`src/rtl/gpio_edge_pkg.sv`:
```
package gpio_edge_pkg;
  localparam int ADDR_W = 3;

  typedef enum logic [ADDR_W-1:0] {
    RA_PIN  = 3'd0,
    RA_DOUT = 3'd1,
    RA_DIR  = 3'd2,
    RA_CTL  = 3'd3,
    RA_EVT  = 3'd4,
    RA_STAT = 3'd5,
    RA_MASK = 3'd6
  } reg_addr_e;

  localparam int SRC_KBD = 0;
  localparam int SRC_EVT = 1;
  localparam int NSRC    = 2;
endpackage

```
`src/rtl/gpio_sync_sampler.sv`:
```
module gpio_sync_sampler #(
  parameter int W = 16
) (
  input  logic         clk,
  input  logic         rst,
  input  logic         ce,
  input  logic [W-1:0] pad_in,
  output logic [W-1:0] s_new,
  output logic [W-1:0] s_old,
  output logic         pair_ok
);
  logic v0_q, v1_q;

  generate
    for (genvar i = 0; i < W; i++) begin : g_bit
      logic m1_q, m2_q;
      always_ff @(posedge clk) begin
        if (rst) begin
          m1_q <= 1'b0;
          m2_q <= 1'b0;
        end else if (ce) begin
          m1_q <= pad_in[i];
          m2_q <= m1_q;
        end
      end
      assign s_new[i] = m1_q;
      assign s_old[i] = m2_q;
    end
  endgenerate

  always_ff @(posedge clk) begin
    if (rst) begin
      v0_q <= 1'b0;
      v1_q <= 1'b0;
    end else begin
      v0_q <= ce;
      v1_q <= ce & v0_q;
    end
  end

  assign pair_ok = v1_q;
endmodule

```
`src/rtl/gpio_edge_evt.sv`:
```
module gpio_edge_evt #(
  parameter int W  = 16,
  parameter int PW = $clog2(W)
) (
  input  logic          clk,
  input  logic          rst,
  input  logic          shift,
  input  logic          pair_ok,
  input  logic [W-1:0]  s_new,
  input  logic [W-1:0]  s_old,
  input  logic          evt_en,
  input  logic [PW-1:0] evt_pin,
  input  logic          evt_rise,
  input  logic          clr,
  output logic          pend
);
  logic nb, ob, hit;

  always_comb begin
    nb  = s_new[evt_pin];
    ob  = s_old[evt_pin];
    hit = shift & pair_ok & evt_en & (evt_rise ? (nb & ~ob) : (~nb & ob));
  end

  // A fresh edge outranks the clear from a concurrent status read.
  always_ff @(posedge clk) begin
    if (rst)      pend <= 1'b0;
    else if (hit) pend <= 1'b1;
    else if (clr) pend <= 1'b0;
  end
endmodule

```
`src/rtl/gpio_irq_ctl.sv`:
```
module gpio_irq_ctl #(
  parameter int NS = 2
) (
  input  logic          clk,
  input  logic          rst,
  input  logic          kbd_req,
  input  logic          evt_pend,
  input  logic [NS-1:0] mask,
  output logic [NS-1:0] status,
  output logic          irq
);
  logic kbd_q;

  always_ff @(posedge clk) begin
    if (rst) kbd_q <= 1'b0;
    else     kbd_q <= kbd_req;
  end

  always_comb begin
    status    = '0;
    status[0] = kbd_q;
    status[1] = evt_pend;
  end

  always_ff @(posedge clk) begin
    if (rst) irq <= 1'b0;
    else     irq <= |(status & ~mask);
  end
endmodule

```
`src/rtl/gpio_edge_port.sv`:
```
module gpio_edge_port
  import gpio_edge_pkg::*;
#(
  parameter int PINS   = 16,
  parameter int DW     = 16,
  parameter int CE_BIT = 5
) (
  input  logic              clk,
  input  logic              rst,
  input  logic [ADDR_W-1:0] bus_addr,
  input  logic              bus_wr,
  input  logic              bus_rd,
  input  logic [DW-1:0]     bus_wdata,
  output logic [DW-1:0]     bus_rdata,
  input  logic [PINS-1:0]   pad_in,
  output logic [PINS-1:0]   pad_out,
  output logic [PINS-1:0]   pad_oe,
  input  logic              kbd_req,
  output logic              irq
);
  localparam int PW    = $clog2(PINS);
  localparam int EVT_W = PW + 2;

  logic [PINS-1:0]  dout_q, dir_q;
  logic             ce_q;
  logic [EVT_W-1:0] evt_q;
  logic [NSRC-1:0]  mask_q;
  logic [PINS-1:0]  samp_new, samp_old;
  logic             pair_ok, evt_pend, stat_rd;
  logic [NSRC-1:0]  status;
  logic [DW-1:0]    rd_val;

  always_ff @(posedge clk) begin
    if (rst) begin
      dout_q <= '0;
      dir_q  <= '1;
      ce_q   <= 1'b0;
      evt_q  <= '0;
      mask_q <= '1;
    end else if (bus_wr) begin
      case (bus_addr)
        RA_DOUT: dout_q <= bus_wdata[PINS-1:0];
        RA_DIR:  dir_q  <= bus_wdata[PINS-1:0];
        RA_CTL:  ce_q   <= bus_wdata[CE_BIT];
        RA_EVT:  evt_q  <= bus_wdata[EVT_W-1:0];
        RA_MASK: mask_q <= bus_wdata[NSRC-1:0];
        default: ;
      endcase
    end
  end

  gpio_sync_sampler #(.W(PINS)) u_samp (
    .clk(clk), .rst(rst), .ce(ce_q), .pad_in(pad_in),
    .s_new(samp_new), .s_old(samp_old), .pair_ok(pair_ok)
  );

  assign stat_rd = bus_rd && (bus_addr == RA_STAT);

  gpio_edge_evt #(.W(PINS), .PW(PW)) u_evt (
    .clk(clk), .rst(rst), .shift(ce_q), .pair_ok(pair_ok),
    .s_new(samp_new), .s_old(samp_old),
    .evt_en(evt_q[0]), .evt_pin(evt_q[PW:1]), .evt_rise(evt_q[PW+1]),
    .clr(stat_rd), .pend(evt_pend)
  );

  gpio_irq_ctl #(.NS(NSRC)) u_irq (
    .clk(clk), .rst(rst), .kbd_req(kbd_req), .evt_pend(evt_pend),
    .mask(mask_q), .status(status), .irq(irq)
  );

  always_comb begin
    rd_val = '0;
    case (bus_addr)
      RA_PIN:  rd_val[PINS-1:0]  = samp_old;
      RA_DOUT: rd_val[PINS-1:0]  = dout_q;
      RA_DIR:  rd_val[PINS-1:0]  = dir_q;
      RA_CTL:  rd_val[CE_BIT]    = ce_q;
      RA_EVT:  rd_val[EVT_W-1:0] = evt_q;
      RA_STAT: rd_val[NSRC-1:0]  = status;
      RA_MASK: rd_val[NSRC-1:0]  = mask_q;
      default: ;
    endcase
  end

  always_ff @(posedge clk) begin
    if (rst)         bus_rdata <= '0;
    else if (bus_rd) bus_rdata <= rd_val;
    else             bus_rdata <= '0;
  end

  assign pad_out = dout_q;
  assign pad_oe  = ~dir_q;
endmodule

```
`config.mk`:
```
export PLATFORM = sky130hd
export DESIGN_NAME = gpio_edge_port
export DESIGN_NICKNAME = d
export VERILOG_FILES = /design/src/rtl/gpio_edge_pkg.sv /design/src/rtl/gpio_sync_sampler.sv /design/src/rtl/gpio_edge_evt.sv /design/src/rtl/gpio_irq_ctl.sv /design/src/rtl/gpio_edge_port.sv
export SDC_FILE = /design/constraint.sdc
export NUM_CORES = 1
export LEC_CHECK = 0
export ABC_AREA = 1
export BUFFER_PORTS_ARGS = -buffer_cell sky130_fd_sc_hd__clkbuf_2
export CORE_AREA = 2 2 101 103
export CTS_CLUSTER_SIZE = 14
export DETAILED_ROUTE_END_ITERATION = 6
export DIE_AREA = 0 0 103 105
export GPL_TIMING_DRIVEN = 0
export SKIP_CTS_REPAIR_TIMING = 1
export SYNTH_ARGS = -nofsm -noshare
export SYNTH_HDL_FRONTEND = slang
export SYNTH_SLANG_ARGS = --single-unit
```
`constraint.sdc`:
```
create_clock -name clk -period 1.3 [get_ports clk]
set_input_delay 0.26 -clock clk [delete_from_list [all_inputs] [get_ports clk]]
set_output_delay 0.26 -clock clk [all_outputs]
set_load 0.02 [all_outputs]
```
==> flow_summary.toml <==
[sta]
relSlewSlack_pct = 56.0
setup_violations = 1
skew_ps = 10.1
hold_viol = 0
tns_ps = -96.7
post-route-min-period_ps = 1400
setup_slack_ps = -96.7
timing.hold.ws_ps = 70.0
fmax_mhz = 716
maxSlewViolCount = 0
finalCritPeriodShare_pct = 107
tightest_slew_ps = 660
rsz0062_at_grt = "yes"

[placement]
dpl_cell_area_sq_mm = 0.00444
numPlacedInstances = 733
place.gp.congestion = 0.923
place_hpwl_microns = 8330
io_buffers = 87

[clock_tree]
numClockSinks = 94
cts_buffers = 9
clk_latency_ps = 370
cts_buffer_depth = 2
clock-root-buffer = "clkbuf_8"
clk_pin_slew_ps = 90
cts_tree = "yes"
htreeDepth = 3

[worst_setup_path]
crit_path_top_delay_cell = "dfxtp_4"
path_cells = "inv_4 > clkbuf_16 > o21ai_1 > nand3_1 > nand3_2 > nand2_1 > nand2_1 > nand2_1 > nand2_1 > a21oi_2"
critPathBufInv = 2
worstSetupEndpointType = "flop"
arrival_ps = 1660
path_delay_family = "simple AND/OR/NAND/NOR gates"
crit_type = "flop to flop"
worst_setup_path_start_kind = "flop"
cp_max_fo = 6
cpMostUsedCell = "nand2_1"
slowest_delay_ps = 420
required_ps = 1560

[status]
violations = "negative setup slack"
status = "finished, violations left"

[synth]
yosysWarnings = 0
synthDistinctLibCells = 24
synth_top_area_share_pct = 49.0
synth_edf_count = 0
synth_top_cell_by_area = "dfxtp_1"
ys_async_sr_fraction_pct = 0
yosys_most_used_dff = "dfxtp_1"
postSynthAreaPerCell_sq_um = 7.48
post-synth-top-count-cell = "dfxtp_1"
synthesis.area_sq_mm = 0.00384
syn_inst = 513
yosysSeqAreaShare_pct = 49.0
syn-num-nets = 553
synth_top_cells_by_count = "dfxtp_1, inv_1, o21ai_0"
synth_area_leaders = "dfxtp_1, o21ai_0, inv_1"
ys_seq_elements = 94

[global_route]
antenna_found_initial = 0
use_met2_pct = 35.1
met3_usage_pct = 3.81
busiest_layer = "met2"
grtUsageTotal_pct = 21.8
use_met1_pct = 28.4
grt_max_degree = 17
gr-total-overflow = 0
grt_pass1_vias = 3823
grt_pass1_wl_microns = 18400

[floorplan]
rows = 36
die_area_sq_mm = 0.0108
die_y_microns = 105
io_pins = 89
start_util_pct = 39.8
placeableCoreArea_sq_mm = 0.00964
die_width_microns = 103

[route]
drt_pass1_iterations = 5
drc = 0
wl_per_cell_microns = 15.1
ant_nets = 0
drtIter0Drc = 254
wirelength_microns = 11400
vias = 3816
viasPerCell = 5.06

[final_layout]
diodes = 0
multi_input_area_sq_mm = 0.00157
final-instance-count-excl-fill = 754
layout-drive-gt1-share_pct = 24.6
fillers = 970
area_delta_synth_final_pct = 25.7
nNetsFinal = 656
design_area_sq_mm = 0.00482
ff_latch_area_sq_mm = 0.00189

[power]
powerDensity_mw_per_mm2 = 1220
p_leak_uw = 0.00221
ir_drop_uv = 599
total_power_uw = 5900

[min_path]
hold_path.class = "input pin to flop"

[run]
cap_violations = 0
kinds of logic (layout without fill, tap and decap cells):
group | count (synthesis) | after routing | share of synthesized area, %
flops | 94 | 94 | 49.0
simple gates | 146 | 146 | 15.9
buf+inv | 112 | 220 | 11.8
compound gates | 161 | 161 | 23.2
worst paths after layout:
check / endpoint / cells past startpoint / from / slack, ps
worst max-delay path: u_evt.pend$_SDFFE_PP0P_ / 10 / evt_q[1]$_SDFFE_PP0P_ / -100
worst min register to register: u_samp.pair_ok$_SDFF_PP0_ / 2 / u_samp.v0_q$_SDFF_PP0_ / 430
worst max register to register: u_evt.pend$_SDFFE_PP0P_ / 10 / evt_q[1]$_SDFFE_PP0P_ / -100
worst min-delay path: u_irq.kbd_q$_SDFF_PP0_ / 3 / kbd_req / 70
flip-flops by register name, summed over array words and instances, names as in the netlist, 2 cells and up:
name	count
bus_rdata	16
dir_q	16
pad_out	16
u_samp.g_bit.m1_q	16
u_samp.g_bit.m2_q	16
evt_q	6
mask_q	2
per-stage QoR:
stage          utilization (%)  setup WS (ps)
2_1_floorplan                -           73.1
6_report                  50.0          -96.7
5_1_grt                   50.0           -155
4_1_cts                   48.5           -214
3_5_place_dp              46.1           -382
3_3_place_gp              46.1           -366
area by class of cell:
type | count | share of cell area [%]
flip-flops and latches | 94 | 39.2
multi-input cells | 307 | 32.5
repair buffers | 92 | 10.2
inverters | 84 | 6.59
well taps | 133 | 3.45
plain buffers | 28 | 3.24
clock buffers | 10 | 2.85
clock inverters | 6 | 1.95
power by group:
part | switching (uW) | internal [uW] | leakage (uW)
clock network | 1080 | 1150 | 0.000113
registers | 53.3 | 2980 | 0.000766
logic | 418 | 221 | 0.00133
total | 1550 | 4350 | 0.00221
worst min-delay path, cell delays in order:
cell and delay [ps]:
clkbuf_2 80, inv_1 40, nor2_1 30
cells in the final DEF (no fill, tap or decap), drive strengths merged:
| master | Yosys | routed |
|---|---|---|
| a211oi | 1 | 1 |
| a21oi | 47 | 47 |
| a221oi | 3 | 3 |
| buf | 13 | 19 |
| bufinv | 0 | 2 |
| clkbuf | 15 | 111 |
| clkinv | 2 | 3 |
| clkinvlp | 0 | 1 |
| dfxtp | 94 | 94 |
| inv | 82 | 84 |
| nand2 | 61 | 61 |
| nand3 | 28 | 28 |
| nor2 | 52 | 52 |
| nor3 | 4 | 4 |
| o211ai | 16 | 16 |
| o21ai | 73 | 73 |
| o221ai | 1 | 1 |
| o22ai | 20 | 20 |
| or2 | 1 | 1 |
per-layer routing:
metal  wire length [microns]  part of all wire (%)
met2                    5390                    47
met5                       0                     0
met3                     690                   6.1
met1                    5060                    45
met4                     223                   2.0
(Power assumes the default switching activity.)
